$ cat config.mk
export PLATFORM = sky130hd
export DESIGN_NAME = cell_balance_ctrl
export DESIGN_NICKNAME = d
export VERILOG_FILES = /design/src/rtl/cbal_pkg.sv /design/src/rtl/cbal_tick_timer.sv /design/src/rtl/cbal_spread.sv /design/src/rtl/cbal_judge.sv /design/src/rtl/cell_balance_ctrl.sv
export SDC_FILE = /design/constraint.sdc
export NUM_CORES = 1
export LEC_CHECK = 0
export BUFFER_PORTS_ARGS = -buffer_cell sky130_fd_sc_hd__buf_4
export CAP_MARGIN = 20
export CORE_MARGIN = 2
export CORE_UTILIZATION = 50
export DETAILED_ROUTE_END_ITERATION = 7
export GPL_TIMING_DRIVEN = 0
export HOLD_SLACK_MARGIN = 0.08
export PLACE_DENSITY = 0.73
export SLEW_MARGIN = 20
export SYNTH_ARGS = -nofsm -noshare
export SYNTH_HDL_FRONTEND = slang
export SYNTH_SLANG_ARGS = --single-unit
$ cat constraint.sdc
create_clock -name clk -period 8.7 [get_ports clk]
set_input_delay 1.305 -clock clk [delete_from_list [all_inputs] [get_ports clk]]
set_output_delay 1.305 -clock clk [all_outputs]
set_load 0.1 [all_outputs]
$ cat src/rtl/cbal_pkg.sv
package cbal_pkg;

    typedef enum logic [2:0] {
        ST_IDLE   = 3'd0,
        ST_SETTLE = 3'd1,
        ST_EVAL   = 3'd2,
        ST_REPORT = 3'd3,
        ST_HOLD   = 3'd4
    } cbal_state_t;

    typedef struct packed {
        logic dis;
        logic cv;
    } cbal_mode_t;

endpackage

$ cat src/rtl/cbal_tick_timer.sv
module cbal_tick_timer #(
    parameter int TW = 16
) (
    input  logic          clk,
    input  logic          rst_n,
    input  logic          clr,
    input  logic          en,
    input  logic          tick,
    input  logic [TW-1:0] limit,
    output logic          expire
);
    localparam logic [TW-1:0] CNT_MAX = {TW{1'b1}};

    logic [TW-1:0] cnt_q;
    logic [TW:0]   cnt_next_w;

    assign cnt_next_w = {1'b0, cnt_q} + {{TW{1'b0}}, 1'b1};
    // a limit of zero is met on the first tick, like a limit of one
    assign expire = en && tick && (cnt_next_w >= {1'b0, limit});

    always_ff @(posedge clk) begin
        if (!rst_n || clr) begin
            cnt_q <= '0;
        end else if (en && tick && (cnt_q != CNT_MAX)) begin
            cnt_q <= cnt_q + 1'b1;
        end
    end

endmodule

$ cat src/rtl/cbal_spread.sv
module cbal_spread #(
    parameter int CW = 12
) (
    input  logic [CW-1:0] code_a,
    input  logic [CW-1:0] code_b,
    output logic [CW-1:0] hi,
    output logic [CW-1:0] spread,
    output logic          a_above
);
    logic [CW-1:0] lo;

    always_comb begin
        a_above = (code_a > code_b);
        if (a_above) begin
            hi = code_a;
            lo = code_b;
        end else begin
            hi = code_b;
            lo = code_a;
        end
        spread = hi - lo;
    end

endmodule

$ cat src/rtl/cbal_judge.sv
module cbal_judge #(
    parameter int CW = 12
) (
    input  cbal_pkg::cbal_mode_t mode,
    input  logic [CW-1:0] hi,
    input  logic [CW-1:0] spread,
    input  logic [CW-1:0] cur,
    input  logic [CW-1:0] thr_charge,
    input  logic [CW-1:0] thr_discharge,
    input  logic [CW-1:0] mid_level,
    input  logic [CW-1:0] min_bal_cur,
    output logic          want
);
    logic dis_ok;
    logic chg_ok;
    logic cv_block;

    always_comb begin
        dis_ok   = (spread > thr_discharge) && (hi >= mid_level);
        cv_block = mode.cv && (cur < min_bal_cur);
        chg_ok   = (spread > thr_charge) && !cv_block;
        want     = mode.dis ? dis_ok : chg_ok;
    end

endmodule

$ cat src/rtl/cell_balance_ctrl.sv
module cell_balance_ctrl #(
    parameter int CW = 12,
    parameter int TW = 16
) (
    input  logic          clk,
    input  logic          rst_n,
    input  logic          sup_clear,
    input  logic          tick_1hz,
    input  logic [CW-1:0] cell_a_code,
    input  logic [CW-1:0] cell_b_code,
    input  logic [CW-1:0] chg_cur_code,
    input  logic          dis_phase,
    input  logic          cv_mode,
    input  logic [CW-1:0] thr_charge,
    input  logic [CW-1:0] thr_discharge,
    input  logic [CW-1:0] mid_level,
    input  logic [CW-1:0] min_bal_cur,
    input  logic [TW-1:0] interval_s,
    input  logic [TW-1:0] start_dly_s,
    input  logic [TW-1:0] end_dly_s,
    output logic          shunt_a,
    output logic          shunt_b,
    output logic          chg_pause,
    output logic          report_stb
);
    import cbal_pkg::*;

    cbal_state_t   state_q, state_d;
    logic          tmr_en, tmr_clr, tmr_exp;
    logic [TW-1:0] tmr_limit;

    logic [CW-1:0] cap_a_q, cap_b_q, cap_cur_q;
    cbal_mode_t    cap_mode_q;

    logic [CW-1:0] hi_w, spread_w;
    logic          a_above_w, want_w;
    logic          shunt_a_q, shunt_b_q;

    // timer source per state
    always_comb begin
        tmr_en    = 1'b0;
        tmr_limit = '0;
        unique case (state_q)
            ST_IDLE:   begin tmr_en = 1'b1; tmr_limit = interval_s;  end
            ST_SETTLE: begin tmr_en = 1'b1; tmr_limit = start_dly_s; end
            ST_HOLD:   begin tmr_en = 1'b1; tmr_limit = end_dly_s;   end
            ST_EVAL, ST_REPORT: begin tmr_en = 1'b0; tmr_limit = '0; end
            default:   begin tmr_en = 1'b0; tmr_limit = '0; end
        endcase
    end

    assign tmr_clr = sup_clear || (state_d != state_q);

    cbal_tick_timer #(.TW(TW)) u_timer (
        .clk    (clk),
        .rst_n  (rst_n),
        .clr    (tmr_clr),
        .en     (tmr_en),
        .tick   (tick_1hz),
        .limit  (tmr_limit),
        .expire (tmr_exp)
    );

    // next-state logic
    always_comb begin
        state_d = state_q;
        if (sup_clear) begin
            state_d = ST_IDLE;
        end else begin
            unique case (state_q)
                ST_IDLE:   if (tmr_exp) state_d = ST_SETTLE;
                ST_SETTLE: if (tmr_exp) state_d = ST_EVAL;
                ST_EVAL:   state_d = ST_REPORT;
                ST_REPORT: state_d = ST_HOLD;
                ST_HOLD:   if (tmr_exp) state_d = ST_IDLE;
                default:   state_d = ST_IDLE;
            endcase
        end
    end

    // state register
    always_ff @(posedge clk) begin
        if (!rst_n) begin
            state_q <= ST_IDLE;
        end else begin
            state_q <= state_d;
        end
    end

    // capture of the measurement at the end of settling
    always_ff @(posedge clk) begin
        if (!rst_n) begin
            cap_a_q    <= '0;
            cap_b_q    <= '0;
            cap_cur_q  <= '0;
            cap_mode_q <= '0;
        end else if (state_q == ST_SETTLE && tmr_exp && !sup_clear) begin
            cap_a_q        <= cell_a_code;
            cap_b_q        <= cell_b_code;
            cap_cur_q      <= chg_cur_code;
            cap_mode_q.dis <= dis_phase;
            cap_mode_q.cv  <= cv_mode;
        end
    end

    cbal_spread #(.CW(CW)) u_spread (
        .code_a  (cap_a_q),
        .code_b  (cap_b_q),
        .hi      (hi_w),
        .spread  (spread_w),
        .a_above (a_above_w)
    );

    cbal_judge #(.CW(CW)) u_judge (
        .mode          (cap_mode_q),
        .hi            (hi_w),
        .spread        (spread_w),
        .cur           (cap_cur_q),
        .thr_charge    (thr_charge),
        .thr_discharge (thr_discharge),
        .mid_level     (mid_level),
        .min_bal_cur   (min_bal_cur),
        .want          (want_w)
    );

    // shunt registers
    always_ff @(posedge clk) begin
        if (!rst_n || sup_clear) begin
            shunt_a_q <= 1'b0;
            shunt_b_q <= 1'b0;
        end else begin
            unique case (state_q)
                ST_EVAL: begin
                    shunt_a_q <= want_w && a_above_w;
                    shunt_b_q <= want_w && !a_above_w;
                end
                ST_HOLD: if (tmr_exp) begin
                    shunt_a_q <= 1'b0;
                    shunt_b_q <= 1'b0;
                end
                ST_REPORT: ;
                ST_IDLE, ST_SETTLE: begin
                    shunt_a_q <= 1'b0;
                    shunt_b_q <= 1'b0;
                end
                default: begin
                    shunt_a_q <= 1'b0;
                    shunt_b_q <= 1'b0;
                end
            endcase
        end
    end

    // output decode
    always_comb begin
        chg_pause  = 1'b0;
        report_stb = 1'b0;
        unique case (state_q)
            ST_IDLE:   chg_pause = 1'b0;
            ST_SETTLE: chg_pause = 1'b1;
            ST_EVAL:   chg_pause = 1'b1;
            ST_REPORT: begin
                chg_pause  = cap_mode_q.dis;
                report_stb = 1'b1;
            end
            ST_HOLD:   chg_pause = cap_mode_q.dis;
            default:   chg_pause = 1'b0;
        endcase
    end

    assign shunt_a = shunt_a_q;
    assign shunt_b = shunt_b_q;

    // assertions
    p_shunt_excl_r11: assert property (@(posedge clk) disable iff (!rst_n)
        !(shunt_a && shunt_b));

    p_clear_opens_r10: assert property (@(posedge clk) disable iff (!rst_n)
        sup_clear |=> (!shunt_a && !shunt_b && !chg_pause));

    p_strobe_single_r8: assert property (@(posedge clk) disable iff (!rst_n)
        report_stb |=> !report_stb);

    p_shunt_with_strobe_r8: assert property (@(posedge clk) disable iff (!rst_n)
        $rose(shunt_a || shunt_b) |-> report_stb);

    p_pass_opens_clean_r2: assert property (@(posedge clk) disable iff (!rst_n)
        $rose(chg_pause) |-> (!shunt_a && !shunt_b));

    p_capture_then_report_r3: assert property (@(posedge clk) disable iff (!rst_n)
        (state_q == ST_EVAL && !sup_clear) |=> report_stb);

endmodule

Word-level counts from Yosys, hierarchy flattened
Index checks and enable logic that the tools add are counted.
W data, S select, Z words.
- register bits: 59
- input bits: 138
- memories kept: 0
- memory bits (read-only): 0
- RAM bits: 0
- output and inout port bits: 4
- word-level logic and storage cells: 63
- bits in latches: 0
- order comparisons: 6
- bitwise logic cells: 1
- eq/ne operators: 7
- reductions and logical operators: 22
- multipliers: 0
- div/mod/pow operators: 0
- multiplexer cells: 15
- $add $sub $neg: 3
- shift-type cells: 0
- operators with widths (kind ; count):
    $pmux W16 S3 ; 1
    $gt A12 B12 Y1 ; 3
    $mux W12 ; 2
    $add A16 B1 Y17 const B ; 1
    $ge A17 B16 Y1 ; 1
    $add A16 B1 Y16 const B ; 1
    $ne A16 B16 Y1 const B ; 1
    $pmux W3 S5 ; 1
    $ge A12 B12 Y1 ; 1
    $lt A12 B12 Y1 ; 1
    $mux W3 ; 4
    $sub A12 B12 Y12 ; 1
    $logic_and A1 B1 Y1 ; 10
    $eq A3 B2 Y1 const B ; 2
    $pmux W1 S3 ; 2
    $logic_not A1 Y1 ; 4
    $mux W1 ; 4
    $reduce_or A2 Y1 ; 2
    $eq A3 B1 Y1 const B ; 1
    $eq A3 B3 Y1 const B ; 1
    $logic_not A3 Y1 ; 1
    $logic_or A1 B1 Y1 ; 3
    $ne A3 B3 Y1 ; 1
    $reduce_or A3 Y1 ; 1
    other kinds (4) ; 4

Longest topological paths before layout
Gate-level depths: netlist of run 1.
- depth after elaboration: 11
- depth in mapped cells: 23
- gate-level depth less buffers: 21

By module
From an unflattened synthesis of run 1, not the netlist that was laid out.
- cells, all modules: 770
- area, all modules: 5875.6 um^2
- modules (own cells, without submodules) (module ; instances ; seq. area each (um^2) ; cells an instance ; area each (um^2)):
    cell_balance_ctrl ; 1 ; 860.8 ; 282 ; 2283.4
    cbal_tick_timer ; 1 ; 320.3 ; 168 ; 1425.1
    cbal_judge ; 1 ; 0.0 ; 161 ; 1174.9
    cbal_spread ; 1 ; 0.0 ; 159 ; 992.2

Worst setup path before layout of run 1
OpenSTA, ideal clock, no wires.
- path kind: register -> register
- start point: register cap_b_q[5]
- end point: register shunt_a_q, in the netlist shunt_a
- path buffers: 0
- clock period less this slack: 4.561 ns
- cell stages (with the launch flop): 21
- arrival time: 4.439 ns
- required time: 8.578 ns
- path slack: 4.139 ns
- library setup time: 0.122 ns
- cell sequence: dfxtp_1 inv_1 ha_1 a21o_1 a221o_1 nor3_1 nor3b_1 ha_1 and2_1 o41ai_1 nor2b_1 o21bai_1 xnor2_1 ha_1 a21o_1 a21oi_1 nor2_1 a2111oi_0 nor4_1 and3_1 a221o_1
- cells in the longest elaborated chain, start to end: 8
- elaborated cells on any way between the ends: 12
- classes of those cells: 1 x add/sub; 4 x order compare; 4 x mux; 3 x reduce/logical
- RTL lines (item ; line ; text):
    start, declared ; cell_balance_ctrl.sv:32 ; logic [CW-1:0] cap_a_q, cap_b_q, cap_cur_q;
    start signal, assigned ; cell_balance_ctrl.sv:99 ; cap_b_q <= cell_b_code;
    $gt A12 B12 Y1 ; cbal_spread.sv:13 ; a_above = (code_a > code_b);
    $mux W12 ; cbal_spread.sv:14 ; if (a_above) begin
    $sub A12 B12 Y12 ; cbal_spread.sv:21 ; spread = hi - lo;
    $gt A12 B12 Y1 (on tied branches) ; cbal_judge.sv:21, cbal_judge.sv:19 ;
    $logic_and A1 B1 Y1 (on tied branches) ; cbal_judge.sv:21, cbal_judge.sv:19 ;
    $mux W1 ; cbal_judge.sv:22 ; want = mode.dis ? dis_ok : chg_ok;
    $logic_and A1 B1 Y1 (*) ; cell_balance_ctrl.sv:134 ; shunt_a_q <= want_w && a_above_w;
    $pmux W1 S3 (*) ; cell_balance_ctrl.sv:132 ; unique case (state_q)
    end signal, assigned ; cell_balance_ctrl.sv:134 ;
    end, declared ; cell_balance_ctrl.sv:37 ; logic shunt_a_q, shunt_b_q;
Mark *: on every way between the ends. The rest lies on a longest branch, timed or not.
A chain may end at the register's enable or synchronous reset.

Final worst setup path of run 1
- start point: register cap_b_q[5]
- end point: register shunt_b_q, in the netlist shunt_b
- cells in the longest elaborated chain, start to end: 8
- elaborated cells on any way between the ends: 13
- classes of those cells: 1 x add/sub; 4 x order compare; 4 x mux; 4 x reduce/logical
- RTL lines (item ; line ; text):
    $gt A12 B12 Y1 ; cbal_spread.sv:13 ;
    $mux W12 ; cbal_spread.sv:14 ;
    $sub A12 B12 Y12 ; cbal_spread.sv:21 ;
    $gt A12 B12 Y1 (on tied branches) ; cbal_judge.sv:21, cbal_judge.sv:19 ;
    $logic_and A1 B1 Y1 (on tied branches) ; cbal_judge.sv:21, cbal_judge.sv:19 ;
    $mux W1 ; cbal_judge.sv:22 ;
    $logic_and A1 B1 Y1 (*) ; cell_balance_ctrl.sv:135 ; shunt_b_q <= want_w && !a_above_w;
    $pmux W1 S3 (*) ; cell_balance_ctrl.sv:132 ;
    end signal, assigned ; cell_balance_ctrl.sv:135 ;
    end, declared ; cell_balance_ctrl.sv:37 ;
Marks and branches as above.

==> results.toml, run 1 <==
[floorplan]
rows = 39
io_pins = 142
core-area_mm2 = 0.0114
die_x_um = 112
fp.dieH_um = 112
die-area_mm2 = 0.0125
start_util = 0.512

[synth]
ys_top_cells_by_area = "dfxtp_1, ha_1, mux2i_1, nor2b_1, inv_1"
synth_edf_count = 0
postSynthCellCount = 727
synth_fp_nets = 942
syn_area_per_cell_um2 = 8.00
synthMostInstantiatedCell = "ha_1"
syn_area_mm2 = 0.00582
synth_warnings = 0
synth_area_leader_cell = "dfxtp_1"
async_flop_share = 0
synth-seq-area-share = 0.203
yosys-top-cells-count = "ha_1, inv_1, dfxtp_1, nand2_1, mux2i_1"
synth_top_area_share = 0.203
ys_types = 68
ys_seq_elements = 59
synth_ff_type = "dfxtp_1"

[drt]
drc_errors = 0
wl_per_cell_um = 15.3
drt_pre_antenna_iters = 5
routed_wl_mm = 15.7
postRouteAntennaNets = 0
num_vias = 5725
via_per_inst = 5.57
detail_route.iter0.violations = 311

[global_routing]
grt_pass1_wl_mm = 26.3
grt_max_degree = 13
track_usage = 0.257
antenna_found_initial = 0
grt-ovfl-total = 0
grt_pass1_vias = 5674

[setup_path]
cp_data_arrival_time_ns = 6.23
cp_num_cells = 20
path_delay_family = "compound AO/OA/AOI/OAI gates"
path_class = "reg -> reg"
critPathRequiredTime_ns = 8.92
cp_max_fo = 7
crit_path_cell_trace = "inv_1 > ha_1 > a21o_1 > a221o_1 > nor3_1 > nor3b_1 > ha_1 > and2_1 > o41ai_1 > nor2b_1 > o21bai_1 > xnor2_1 > ha_1 > a21o_1 > a21oi_1 > nor2_1 > a2111oi_1 > nor4_1 > and3_1 > a221o_1"
reg2regPathDepth = 20
critical_path_buf_inv_count = 1
critPathLaunchType = "register"
endpoint_kind = "register"
cpPeakStageDelay_ns = 0.81
slowest_stage = "a2111oi_1"
crit_path_frequent_cell = "ha_1"

[cells_and_area]
area_growth_pct = 26.5
fin_nets = 1094
diodes = 0
final_util = 0.647
drive_above_1_share = 0.210

[timing]
finalCriticalPeriod_ns = 6.02
fmax_mhz = 166
slew_headroom = 0.368
period_share = 0.692
slew_viol_final = 0
setup_viol = 0
hold_viol = 0
holdWs_ns = 0.491
tightest_slew_ns = 0.946
rsz0062_at_grt = "false"
finClkSkew_ns = 0.00879
finalSetupTns_ns = 0

[power_and_ir_drop]
ir_worst_vdd_mv = 0.128
leakagePower_nw = 3.42
powerDensity_mw_per_mm2 = 97.5

[placed_design]
place_congestion = 0.870
port-buffer-count = 141
hpwl_mm = 13.0

[clock_tree]
clkSlewWorstSetupHoldPaths_ns = 0.05
cts_setup_buffers = 0
clock-sinks = 59
cts_tree = "yes"
htree_levels = 3
cts_resized = 0
clock_latency_ns = 0.34
numCtsBuffers = 9
cts_buffer_depth = 2
ctsHoldBuffers = 0
root_buffer = "clkbuf_16"

[hold_path]
min_path_type = "reg -> reg"
min_path_cells = 2

[run]
drv_cap = 0

[run_status]
status = "complete, no violations"
[per-stage QoR]
step / area, um^2 / power (mW) / cells / worst slack (ns)
CTS: 7360 / 0.723 / 1027 / 2.78
floorplan: 5820 / 0.308 / 727 / 4.14
detailed placement: 7060 / 0.364 / 1011 / 2.80
global route: 7360 / 0.744 / 1027 / 2.37
finish: 7360 / 0.717 / 1027 / 2.68
global placement: 7060 / 0.361 / 1011 / 2.61
[sequential cells by signal, indices dropped and copies added, names as in the netlist]
register	count
cap_mode_q	2
shunt_a	1
state_q	3
cap_b_q	12
shunt_b	1
u_timer.cnt_q	16
cap_cur_q	12
cap_a_q	12
[per-layer routing]
layer / vias up / track usage / part of all wire
li1: 2874 / - / -
met1: 2678 / 0.326 / 0.45
met2: 142 / 0.427 / 0.48
met3: 31 / 0.0533 / 0.044
met4: 0 / 0.102 / 0.026
met5: - / 0 / 0
[cell type report]
| cell class | count | area (um^2) |
|---|---|---|
| buffer | 28 | 141 |
| clock buffer | 9 | 225 |
| clock inverter | 7 | 76.3 |
| fill | 968 | 4010 |
| inverter | 60 | 225 |
| multi-input combinational | 580 | 4270 |
| sequential | 59 | 1180 |
| tap | 143 | 179 |
| timing repair buffer | 141 | 1060 |
[placed cells by master, fill, tap and decap left out, types with 3 or more instances in the layout]
cell type    n
buf_4      142
buf_2        8
buf_6        3
clkbuf_1    14
nor2_1      48
a21oi_1     28
xor2_1      14
a21o_1      22
and3_1       6
nor4_1       6
nand3_1     18
o221ai_1     4
a211o_1      3
o21ai_0     40
xnor2_1     24
and2_1       6
nand2b_1    29
a221o_1      3
or3_1        3
nand4_1     13
clkbuf_16    9
o211ai_1     3
o22ai_1      5
o21a_1       3
mux2i_1     55
ha_1        77
a211oi_1     7
dfxtp_1     59
nor3_1      13
inv_1       60
nor2b_1     46
nand2_1     57
[worst min-delay path, stage by stage, from the launching register on]
cell,delay (ns)
dfxtp_1,0.33
nand2_1,0.06
a21oi_1,0.05
[power by group]
group	internal, mW	switching (mW)
logic	0.0557	0.0318
clock network	0.223	0.136
registers	0.271	0.000466
total	0.550	0.168
[cell families (layout without fill, tap and decap cells)]
logic type                 after synthesis  count (layout)  synth area share
AOI/OAI and AO/OA                      145             145             0.169
xor gates and xnor gates                38              38            0.0572
adders and majority gates               77              77             0.166
buffers and inverters                   88             245            0.0630
DFF                                     59              59             0.203
muxes                                   55              55            0.0946
and+or+nand+nor                        265             265             0.247
[path summary, 6_finish.rpt]
path                                       from                            end  slack, ns
setup / recovery        cap_b_q[5]$_SDFFE_PN0P_           shunt_b$_SDFFE_PP0P_       2.68
hold / removal    u_timer.cnt_q[1]$_SDFFE_PP0P_  u_timer.cnt_q[1]$_SDFFE_PP0P_       0.49
setup reg to reg        cap_b_q[5]$_SDFFE_PN0P_           shunt_b$_SDFFE_PP0P_       2.68
hold reg to reg   u_timer.cnt_q[1]$_SDFFE_PP0P_  u_timer.cnt_q[1]$_SDFFE_PP0P_       0.49
Note: power is estimated with default switching activity, not from simulation.
==> inputs of run 2 (changes only) <==
PLACE_DENSITY = 0.76   (was 0.73)
clock period = 5.5 ns   (was 8.7 ns; I/O delays follow)
==> run 2 against run 1 <==
  * Cell area up 1.1%
  * Non-clock buffer count up 2
  * Core utilization up 0.72 points
  * Sequential power up 58%
  * Worst hold slack worse by 0.0043 ns
  * Worst setup slack worse by 2.4 ns
  * Flip-flop and latch count unchanged
  * Clock skew about the same
  * Critical path type unchanged
==> results.toml, run 2 (same netlist as run 1, synthesis figures left out) <==
[run_status]
status = "complete, no violations"

[placed_design]
hpwl_mm = 13.5
place_congestion = 0.937
port-buffer-count = 141
dpl_cell_area_mm2 = 0.00706

[timing]
finalCriticalPeriod_ns = 5.17
slew_headroom = 0.535
tightest_slew_ns = 0.697
fmax_mhz = 193
period_share = 0.941
rsz0062_at_grt = "false"
hold_viol = 0
slew_viol_final = 0
setup_viol = 0
finalSetupTns_ns = 0
finClkSkew_ns = 0.00892

[drt]
num_vias = 5748
via_per_inst = 5.59
drt_pre_antenna_iters = 5
routed_wl_mm = 16.3
wl_per_cell_um = 15.9
detail_route.iter0.violations = 297
drc_errors = 0
postRouteAntennaNets = 0

[hold_path]
min_path_type = "reg -> reg"

[global_routing]
grt_pass1_wl_mm = 27.0
grt_pass1_vias = 5856
antenna_found_initial = 0
grt_max_degree = 12
grt-ovfl-total = 0
track_usage = 0.262

[power_and_ir_drop]
p_sw_frac = 0.214
p_comb_frac = 0.121
leakagePower_nw = 3.46
powerDensity_mw_per_mm2 = 156
clockPowerShare = 0.510
p_sw_uw = 249
internal_power_uw = 913
ir_worst_vdd_mv = 0.228
p_seq_frac = 0.369

[cells_and_area]
final.fill_count = 964
mostFrequentLayoutCell = "buf_4"
fin_nets = 1096
diodes = 0
most-common-layout-cells = "buf_4, ha_1, inv_1"
area_growth_pct = 27.9
regMostFlops = "u_timer.cnt_q"
seqCellArea_mm2 = 0.00118
multi_input_area_mm2 = 0.00432
largest_reg_flops = 16
fin_area_mm2 = 0.00744
drive_above_1_share = 0.219

[setup_path]
path_class = "reg -> reg"
critPathLaunchType = "register"
cp_max_fo = 7
cp_data_arrival_time_ns = 5.38
endpoint_kind = "register"
critPathRequiredTime_ns = 5.71

[clock_tree]
cts_tree = "yes"
clkSlewWorstSetupHoldPaths_ns = 0.05
root_buffer = "clkbuf_16"
cts_buffer_depth = 2
clock-sinks = 59
htree_levels = 3
numCtsBuffers = 9
clock_latency_ns = 0.33

[floorplan]
core-area_mm2 = 0.0114
start_util = 0.512
fp.dieH_um = 112
die-area_mm2 = 0.0125
die_x_um = 112
io_pins = 142
rows = 39

[run]
drv_cap = 0
==> run 2: worst max-delay path, stage by stage (launching register included) <==
cell       delay (ns)
dfxtp_1          0.45
inv_1            0.09
ha_1             0.41
nand4_2          0.25
or3_1            0.45
buf_6            0.14
nand2_1          0.13
o211ai_2         0.14
nor3b_1          0.24
ha_1             0.19
and2_1           0.15
o41ai_1          0.10
or2_0            0.24
a41o_1           0.27
xnor2_2          0.22
ha_1             0.29
nand4_1          0.13
nor3_1           0.10
a2111oi_4        0.45
nor4_1           0.13
and3_1           0.20
a221o_1          0.26
==> run 2: layout make-up <==
class	instances	share of cell area
Clock buffer	10	0.0308
Inverter	60	0.0303
Tap cell	143	0.0240
Buffer	28	0.0190
Clock inverter	6	0.0121
Sequential cell	59	0.159
Multi-Input combinational cell	580	0.581
Timing Repair Buffer	143	0.144
==> run 2: power groups by stage <==
stage          Sequential [mW]  Clock [mW]  Combinational, mW
6_report                 0.429       0.593              0.141
5_1_grt                  0.429       0.624              0.156
4_1_cts                  0.429       0.600              0.141
3_5_place_dp             0.438           0              0.140
3_3_place_gp             0.438           0              0.134
2_1_floorplan            0.438           0             0.0487
==> run 2: layer usage <==
layer / wire, um / global-route usage / vias up
met4: 314 / 0.0815 / 0
li1: - / - / 2887
met2: 8370 / 0.484 / 133
met3: 686 / 0.0479 / 29
met1: 6960 / 0.307 / 2699
met5: 0 / 0 / -
==> run 2: worst paths after layout <==
check / startpoint / end / slack (ns) / depth (start not counted)
setup / recovery: cap_b_q[8]$_SDFFE_PN0P_ / shunt_a$_SDFFE_PP0P_ / 0.33 / 21
hold / removal: u_timer.cnt_q[1]$_SDFFE_PP0P_ / u_timer.cnt_q[1]$_SDFFE_PP0P_ / 0.49 / 2
setup reg to reg: cap_b_q[8]$_SDFFE_PN0P_ / shunt_a$_SDFFE_PP0P_ / 0.33 / 21
hold reg to reg: u_timer.cnt_q[1]$_SDFFE_PP0P_ / u_timer.cnt_q[1]$_SDFFE_PP0P_ / 0.49 / 2
==> run 2: metrics by stage <==
stage / power, mW / worst slack [ns] / hold WS (ns) / cells / utilization
2_1_floorplan: 0.487 / 0.939 / 0.462 / 727 / -
3_5_place_dp: 0.578 / -0.424 / 0.479 / 1011 / 0.621
3_3_place_gp: 0.572 / -0.356 / 0.473 / 1011 / 0.621
6_report: 1.16 / 0.326 / 0.487 / 1029 / 0.654
4_1_cts: 1.17 / 0.0172 / 0.486 / 1027 / 0.649
5_1_grt: 1.21 / 0.0226 / 0.525 / 1029 / 0.654
==> run 2: timing repair <==
action                     4_1_cts  5_1_grt
setup endpoints to repair        2        2
pin swaps                        0        1
resized for setup                2        7
hold buffers                     0        0
setup buffers                    0        2
